## config.mk

```make
export PLATFORM = sky130hd
export DESIGN_NAME = dbt_ctrl
export DESIGN_NICKNAME = d
export VERILOG_FILES = /design/src/rtl/dbt_pkg.sv /design/src/rtl/dbt_mode_latch.sv /design/src/rtl/dbt_err_filter.sv /design/src/rtl/dbt_ctrl.sv
export SDC_FILE = /design/constraint.sdc
export NUM_CORES = 1
export LEC_CHECK = 0
export BUFFER_PORTS_ARGS = -buffer_cell sky130_fd_sc_hd__buf_2
export CORE_AREA = 3 3 45 47
export CTS_CLUSTER_SIZE = 16
export DETAILED_ROUTE_END_ITERATION = 8
export DIE_AREA = 0 0 48 50
export GPL_ROUTABILITY_DRIVEN = 0
export PLACE_DENSITY_LB_ADDON = 0.1
export SYNTH_ARGS = -nofsm -noshare
export SYNTH_HDL_FRONTEND = slang
export SYNTH_SLANG_ARGS = --single-unit
export TNS_END_PERCENT = 50
```

## constraint.sdc

```tcl
create_clock -name clk -period 2.2 [get_ports clk]
set_clock_uncertainty 0.05 [all_clocks]
set_input_delay 0.33 -clock clk [delete_from_list [all_inputs] [get_ports clk]]
set_output_delay 0.33 -clock clk [all_outputs]
set_load 0.005 [all_outputs]
```

## src/rtl/dbt_pkg.sv

```systemverilog
package dbt_pkg;
    typedef enum logic [1:0] {
        T_IDLE = 2'd0,
        T_BUSY = 2'd1,
        T_TAIL = 2'd2
    } tstate_e;
endpackage

```

## src/rtl/dbt_mode_latch.sv

```systemverilog
module dbt_mode_latch (
    input  logic clk,
    input  logic rst_n,
    input  logic strap_i,
    output logic fast_o
);
    logic fast_d, fast_q;

    // The strap is followed while reset is held and frozen when reset ends.
    always_comb fast_d = rst_n ? fast_q : strap_i;

    always_ff @(posedge clk) fast_q <= fast_d;

    assign fast_o = fast_q;

    a_r1_mode_frozen: assert property (@(posedge clk) disable iff (!rst_n)
        1'b1 |=> $stable(fast_o));
endmodule

```

## src/rtl/dbt_err_filter.sv

```systemverilog
module dbt_err_filter (
    input  logic clk,
    input  logic rst_n,
    input  logic tea_i,
    input  logic ta_i,
    input  logic in_tenure_i,
    input  logic fast_i,
    input  logic write_i,
    output logic tea_rec_o
);
    typedef struct packed {
        logic tea_prev;
        logic ta_prev;
    } flt_t;

    flt_t f_d, f_q;

    always_comb begin
        f_d.tea_prev = tea_i;
        f_d.ta_prev  = ta_i;
        // Only the first cycle of an error counts. A fast-mode read also
        // drops an error that comes right after an acknowledge.
        tea_rec_o = tea_i && !f_q.tea_prev && in_tenure_i
                    && !(fast_i && !write_i && f_q.ta_prev);
    end

    always_ff @(posedge clk) begin
        if (!rst_n) f_q <= '0;
        else        f_q <= f_d;
    end

    a_r8_first_cycle_only: assert property (@(posedge clk) disable iff (!rst_n)
        tea_rec_o |=> !tea_rec_o);
    a_r10_fast_read_blind: assert property (@(posedge clk) disable iff (!rst_n)
        (ta_i && fast_i && !write_i) |=> !tea_rec_o);
endmodule

```

## src/rtl/dbt_ctrl.sv

```systemverilog
module dbt_ctrl #(
    parameter int MAX_BEATS = 8,
    parameter int BW        = $clog2(MAX_BEATS + 1)
) (
    input  logic          clk,
    input  logic          rst_n,
    input  logic          start_i,
    input  logic [BW-1:0] beats_i,
    input  logic          write_i,
    input  logic          ta_i,
    input  logic          drtry_i,
    input  logic          tea_i,
    output logic          dbb_o,
    output logic          commit_o,
    output logic          mchk_o,
    output logic          done_o
);
    import dbt_pkg::*;

    localparam logic [BW-1:0] ONE = BW'(1);

    typedef struct packed {
        tstate_e       st;
        logic [BW-1:0] rem;
        logic          pend;
        logic          wr;
        logic          commit;
        logic          mchk;
        logic          done;
    } regs_t;

    regs_t r_d, r_q;
    logic  fast, tea_rec, in_ten;
    logic  commit_now, ta_ok;
    logic [BW-1:0] outstanding;

    assign in_ten = (r_q.st != T_IDLE);

    dbt_mode_latch u_mode (
        .clk    (clk),
        .rst_n  (rst_n),
        .strap_i(drtry_i),
        .fast_o (fast)
    );

    dbt_err_filter u_err (
        .clk        (clk),
        .rst_n      (rst_n),
        .tea_i      (tea_i),
        .ta_i       (ta_i),
        .in_tenure_i(in_ten),
        .fast_i     (fast),
        .write_i    (r_q.wr),
        .tea_rec_o  (tea_rec)
    );

    always_comb begin
        r_d         = r_q;
        r_d.commit  = 1'b0;
        r_d.mchk    = 1'b0;
        r_d.done    = 1'b0;
        commit_now  = 1'b0;
        ta_ok       = 1'b0;
        outstanding = r_q.rem;
        if (r_q.st == T_IDLE) begin
            r_d.pend = 1'b0;
            if (start_i && beats_i != '0) begin
                r_d.st  = T_BUSY;
                r_d.rem = beats_i;
                r_d.wr  = write_i;
            end
        end else if (tea_rec) begin
            r_d.st   = T_IDLE;
            r_d.rem  = '0;
            r_d.pend = 1'b0;
            r_d.mchk = 1'b1;
            r_d.done = 1'b1;
        end else begin
            if (fast) begin
                commit_now  = ta_i && (r_q.rem != '0);
                outstanding = r_q.rem - (commit_now ? ONE : '0);
                r_d.pend    = 1'b0;
                if (outstanding == '0) r_d.st = T_IDLE;
            end else begin
                // The held beat becomes final unless retry hits its window.
                commit_now  = r_q.pend && !drtry_i;
                outstanding = r_q.rem - (commit_now ? ONE : '0);
                ta_ok       = ta_i && (outstanding != '0);
                r_d.pend    = ta_ok;
                if (outstanding == '0)              r_d.st = T_IDLE;
                else if (ta_ok && outstanding == ONE) r_d.st = T_TAIL;
            end
            r_d.rem    = outstanding;
            r_d.commit = commit_now;
            r_d.done   = commit_now && (outstanding == '0);
        end
    end

    always_ff @(posedge clk) begin
        if (!rst_n) begin
            r_q.st     <= T_IDLE;
            r_q.rem    <= '0;
            r_q.pend   <= 1'b0;
            r_q.wr     <= 1'b0;
            r_q.commit <= 1'b0;
            r_q.mchk   <= 1'b0;
            r_q.done   <= 1'b0;
        end else begin
            r_q <= r_d;
        end
    end

    assign dbb_o    = (r_q.st == T_BUSY);
    assign commit_o = r_q.commit;
    assign mchk_o   = r_q.mchk;
    assign done_o   = r_q.done;

    a_r2_open_busy: assert property (@(posedge clk) disable iff (!rst_n)
        (!in_ten && start_i && beats_i != '0) |=> dbb_o);
    a_r3_retry_cancels: assert property (@(posedge clk) disable iff (!rst_n)
        (!fast && in_ten && r_q.pend && drtry_i) |=> !commit_o);
    a_r6_done_bus_free: assert property (@(posedge clk) disable iff (!rst_n)
        done_o |-> !dbb_o);
    a_r7_err_aborts: assert property (@(posedge clk) disable iff (!rst_n)
        tea_rec |=> (!dbb_o && mchk_o && done_o && !commit_o));
    a_r7_mchk_pulse: assert property (@(posedge clk) disable iff (!rst_n)
        mchk_o |=> !mchk_o);
    a_r9_fast_commit: assert property (@(posedge clk) disable iff (!rst_n)
        (fast && dbb_o && ta_i && !tea_rec) |=> commit_o);
endmodule

```

==> reports/summary.txt, run 1 <==
Worst Tran Pin Value -> 0.489 ns
Rel. slew slack -> 67.3%
Largest net degree at the start of global routing -> 13
Peak VDD IR -> 0.000402 V
Share of post-route cells with drive strength above 1 -> 22.6%
Dpl ws -> 0.0730 ns
Hpwl dp -> 1.41 mm
Final Max Tran Viols -> 0
Sink Count -> 14
Final Worst Setup Slack -> 0.104 ns
Num CTS Buffers -> 3
Mapped Cells -> 99
Most used cell, CP -> ha_1
Antenna Nets Post-Route -> 0
Post-CTS setup buffers -> 0
Post-Syn Area -> 878 um2
CTS tree -> yes
First-pass detailed-route iteration total -> 4
GRT Total Usage -> 17.9%
CTS Hold Bufs -> 0
FFs w/ async S/R, synth -> 0%
Synth Flop Type -> dfxtp_1
Leakage -> 0.454 nW
Clk root buf -> clkbuf_4
Clock Path Buffers -> 2
CP peak stage delay -> 0.46 ns
Starting Density -> 52.0%
Ports -> 15
Critical Path Slowest Stage Cell -> o41a_1
Synth area leaders -> dfxtp_1 (30%), ha_1 (5.7%), mux2i_1 (5.7%), nand2_1 (4.7%), nor2b_1 (4.3%)
R2R cell count -> 7
EDFF count, synth -> 1
RSZ-0062 raised after global routing -> no
#FFs+latches synth -> 14
Via density -> 5.80
Vias -> 766
CP Cell Sequence -> o41a_1 > ha_1 > ha_1 > xnor2_1 > nand4_1 > a41oi_2 > mux2i_1
Worst-path clk slew -> 0.08 ns
Power density cells -> 622 mW/mm2
Yosys top cell area share -> 29.6%
Critical path class -> reg2reg
Fin Setup TNS -> 0 ns
Startpoint Class -> flip-flop
Hold depth -> 1
Endpoint class of the critical path -> flip-flop
P&R area growth vs syn -> 14.2%
Syn_nets -> 114
Final setup violation count -> 0
Die Ht -> 50 um
Status -> complete, no violations
Row cnt -> 15
CP Data Required Time -> 2.37 ns
Clk_lat worst skew -> 0.28 ns
Crit-path max FO -> 3
Global-route wire length before repair -> 3.03 mm
Final total power -> 0.624 mW
H-tree levels -> 1
Library cells used by synthesis -> 39
Die ar. -> 0.00240 mm2
WL/cell -> 14.0 um
# diodes -> 0
DRC -> 0
Worst EP arrival -> 2.26 ns
Crit share post-route -> 95.3%
Vias in the first global route -> 724
Top-count cell post-synth -> dfxtp_1
Final Critical Period -> 2.10 ns
Initial antenna violation count -> 0
Fmax -> 477 MHz
HP Class -> in2reg
Sequential element share of the synthesized area -> 33.0%
I/O Buffers -> 14
Synth top cells by count -> dfxtp_1 (13), nand2_1 (11), nor2_1 (7)
DRT iter0 DRCs -> 17
Final Hold Vio Count -> 0
Core ar. -> 0.00169 mm2
YS warnings -> 0
Dominant cell type by area after synthesis -> dfxtp_1
Routed wire length -> 1.85 mm
Resize count post-CTS -> 0
Max Cap Violations -> 0
Overflow after GRT -> 0
Post-layout nets -> 131
Avg Cell Area, Syn -> 8.87 um2
Die Span X -> 48 um
==> cells by family (layout without fill, tap and decap cells) <==
kind of cell	after synthesis	count (layout)	synth area share, %
multiplexers	7	7	8.26
AO/OA/AOI/OAI	22	22	20.9
AND/OR/NAND/NOR	37	37	21.2
flip-flops	14	14	33.0
XOR/XNOR	5	5	4.99
buffers and inverters	10	26	5.84
adder cells (fa/ha/maj)	4	4	5.70
==> through the flow <==
| step | util (%) | hold slack, ns | area (um2) | std cells |
|---|---|---|---|---|
| after detailed placement | 56.8 | 0.417 | 960 | 128 |
| final | 59.4 | 0.188 | 1000 | 132 |
| after CTS | 59.0 | 0.175 | 996 | 132 |
| after global routing | 59.4 | 0.168 | 1000 | 132 |
| after floorplan | - | 0.379 | 878 | 99 |
| after global placement | 56.8 | 0.402 | 960 | 128 |
==> state kept, by name, indices dropped and copies added (netlist names) <==
signal	cells
u_mode.fast_o	1
done_o	1
r_q	8
commit_o	1
u_err.f_q	2
mchk_o	1
==> routing by layer <==
layer / track usage, % / part of all wire [%]
met1: 23.0 / 46
met2: 27.3 / 49
met3: 3.28 / 2.4
met4: 9.42 / 2.2
met5: 0 / 0
==> worst paths after layout <==
check                            start                      end  slack [ns]
setup / recovery   r_q[5]$_SDFFE_PN0P_     r_q[10]$_SDFFE_PN0P_        0.10
hold / removal                 drtry_i  u_mode.fast_o$_DFFE_PN_        0.19
setup reg to reg   r_q[5]$_SDFFE_PN0P_     r_q[10]$_SDFFE_PN0P_        0.10
hold reg to reg   r_q[10]$_SDFFE_PN0P_     r_q[10]$_SDFFE_PN0P_        0.43
==> power breakdown <==
part / switching, mW / total [mW] / internal (mW)
clock network: 0.0840 / 0.185 / 0.101
logic: 0.0848 / 0.159 / 0.0741
registers: 0.0104 / 0.281 / 0.270
==> cell type report <==
type | count | area [um2]
well taps | 17 | 21.3
fillers | 144 | 686
repair buffers | 17 | 92.6
clock buffers | 4 | 36.3
inverters | 5 | 18.8
flip-flops and latches | 14 | 290
multi-input cells | 75 | 544
==> cells in the final DEF (no fill, tap or decap), types with 3 or more instances in the layout <==
cell type	n
a21oi_1	4
and2_1	3
buf_2	14
buf_4	3
clkbuf_4	3
dfxtp_1	13
ha_1	4
inv_1	5
mux2i_1	5
nand2_1	11
nor2_1	7
nor2b_1	6
xnor2_1	3
==> worst max-delay path: cells and delay by family, from the launching register on <==
kind	cells	cell delay [ns]
fa+ha+maj	2	0.46
mux	1	0.20
flops	1	0.34
compound gates	2	0.71
simple gates	1	0.12
xor+xnor	1	0.14
(Power assumes the default switching activity.)
==> run 2, diff against run 1 <==
==> constraint.sdc (replaced) <==
create_clock -name clk -period 2.22 [get_ports clk]
set_clock_uncertainty 0.05 [all_clocks]
set_input_delay 0.333 -clock clk [delete_from_list [all_inputs] [get_ports clk]]
set_output_delay 0.333 -clock clk [all_outputs]
set_load 0.005 [all_outputs]
==> reports/summary.txt, run 2 (same netlist as run 1, synthesis figures left out) <==
Initial antenna violation count -> 0
Startpoint Class -> flip-flop
CP Cell Sequence -> o41a_1 > ha_1 > ha_1 > xnor2_1 > nand4_1 > a41oi_2 > mux2i_1
Worst Tran Pin Value -> 0.475 ns
Fmax -> 477 MHz
Buf/Inv on CP -> 0
Crit-path max FO -> 6
Clk_lat worst skew -> 0.28 ns
CTS Hold Bufs -> 0
CP Data Required Time -> 2.39 ns
H-tree levels -> 1
Final Critical Period -> 2.09 ns
Max Cap Violations -> 0
Vias -> 752
Max reg flops -> 8
GRT Total Usage -> 18.6%
Worst reg2reg startpoint -> r_q[6]$_SDFFE_PN0P_
DRC -> 0
R2R cell count -> 7
First-pass detailed-route iteration total -> 4
Die ar. -> 0.00240 mm2
Core ar. -> 0.00169 mm2
Antenna Nets Post-Route -> 0
Crit share post-route -> 94.3%
RSZ-0062 raised after global routing -> no
I/O Buffers -> 14
Vias in the first global route -> 709
Num CTS Buffers -> 3
Worst EP arrival -> 2.27 ns
Critical Path Slowest Stage Cell -> o41a_1
Endpoint class of the critical path -> flip-flop
# diodes -> 0
Routed wire length -> 1.91 mm
Top reg by flops -> r_q
Global-route wire length before repair -> 3.18 mm
Clock Path Buffers -> 2
Die Span X -> 48 um
P&R area growth vs syn -> 13.5%
CP peak stage delay -> 0.46 ns
Critical path's top delay family -> compound AO/OA/AOI/OAI gates
Most common cell after layout, fill and taps aside -> buf_2
Final total power -> 0.620 mW
Final setup violation count -> 0
WL/cell -> 14.6 um
Peak VDD IR -> 0.000394 V
Rel. slew slack -> 68.2%
Fin Setup TNS -> 0 ns
Sink Count -> 14
Starting Density -> 52.0%
Critical path class -> reg2reg
CTS tree -> yes
Critical path depth in cells -> 7
Leakage -> 0.449 nW
Reg-to-reg endpoint -> r_q[10]$_SDFFE_PN0P_
Post-CTS setup buffers -> 0
Crit. Startpoint -> r_q[6]$_SDFFE_PN0P_
Post-layout nets -> 130
Ports -> 15
Most used cell, CP -> ha_1
CP Capture Point -> r_q[10]$_SDFFE_PN0P_
Status -> complete, no violations
Worst reg2reg setup slack -> 0.13 ns
Final Hold Vio Count -> 0
Fillers -> 175
Hpwl dp -> 1.46 mm
Share of post-route cells with drive strength above 1 -> 22.8%
Final Max Tran Viols -> 0
HP Class -> in2reg
Row cnt -> 15
Power density cells -> 622 mW/mm2
Largest registers -> r_q x8, u_err.f_q x2
Most frequent cells in the layout -> buf_2 (14), dfxtp_1 (12), nand2_1 (11)
Overflow after GRT -> 0
Clk root buf -> clkbuf_4
DRT iter0 DRCs -> 14
Via density -> 5.74
Largest net degree at the start of global routing -> 13
Die Ht -> 50 um
Worst-path clk slew -> 0.09 ns
run 2: final cells by class:
type / count / area (um2) / area share, %
Tap cell: 17 / 21.3 / 2.13
Inverter: 5 / 18.8 / 1.88
Multi-Input combinational cell: 75 / 544 / 54.6
Sequential cell: 14 / 292 / 29.2
Timing Repair Buffer: 16 / 85.1 / 8.53
Clock buffer: 4 / 36.3 / 3.64
run 2: timing repair:
item,CTS,global route
pin swaps,0,1
resized for setup,1,1
endpoints found under the setup margin,1,2
run 2: layer usage:
metal	track usage, %	routed length, um
met1	25.7	950
met2	28.0	871
met3	2.19	57
met4	8.07	34
met5	0	0
run 2: stage by stage:
step | utilization (%) | setup slack, ns | cell area (um2) | hold WS, ns | instances
after floorplan | - | 0.245 | 878 | 0.382 | 99
after global placement | 56.4 | 0.0339 | 952 | 0.408 | 127
after detailed placement | 56.4 | 0.0128 | 952 | 0.416 | 127
after CTS | 59.0 | 0.0479 | 996 | 0.185 | 131
after global routing | 59.0 | 0.000291 | 997 | 0.178 | 131
final | 59.0 | 0.126 | 997 | 0.190 | 131
run 2: worst min path at each step:
| stage | startpoint | slack, ns | depth (start not counted) | end |
|---|---|---|---|---|
| final | drtry_i | 0.19 | 1 | u_mode.fast_o$_DFFE_PN_ |
| after global routing | drtry_i | 0.18 | 1 | u_mode.fast_o$_DFFE_PN_ |
| after CTS | drtry_i | 0.19 | 1 | u_mode.fast_o$_DFFE_PN_ |
| after detailed placement | r_q[10]$_SDFFE_PN0P_ | 0.42 | 2 | r_q[10]$_SDFFE_PN0P_ |
| after global placement | r_q[10]$_SDFFE_PN0P_ | 0.41 | 2 | r_q[10]$_SDFFE_PN0P_ |
| after floorplan | drtry_i | 0.38 | 0 | u_mode.fast_o$_DFFE_PN_ |
run 2: worst reg2reg max path, stage by stage (launching register included):
cell and delay [ns]:
dfxtp_2 0.37, o41a_1 0.46, ha_1 0.23, ha_1 0.21, xnor2_1 0.14, nand4_1 0.15
a41oi_2 0.23, mux2i_1 0.19
run 2: report_power, final:
group	switching, mW	leakage [nW]	internal (mW)
Combinational	0.0822	0.311	0.0717
Sequential	0.0130	0.117	0.268
Clock	0.0857	0.0210	0.0998
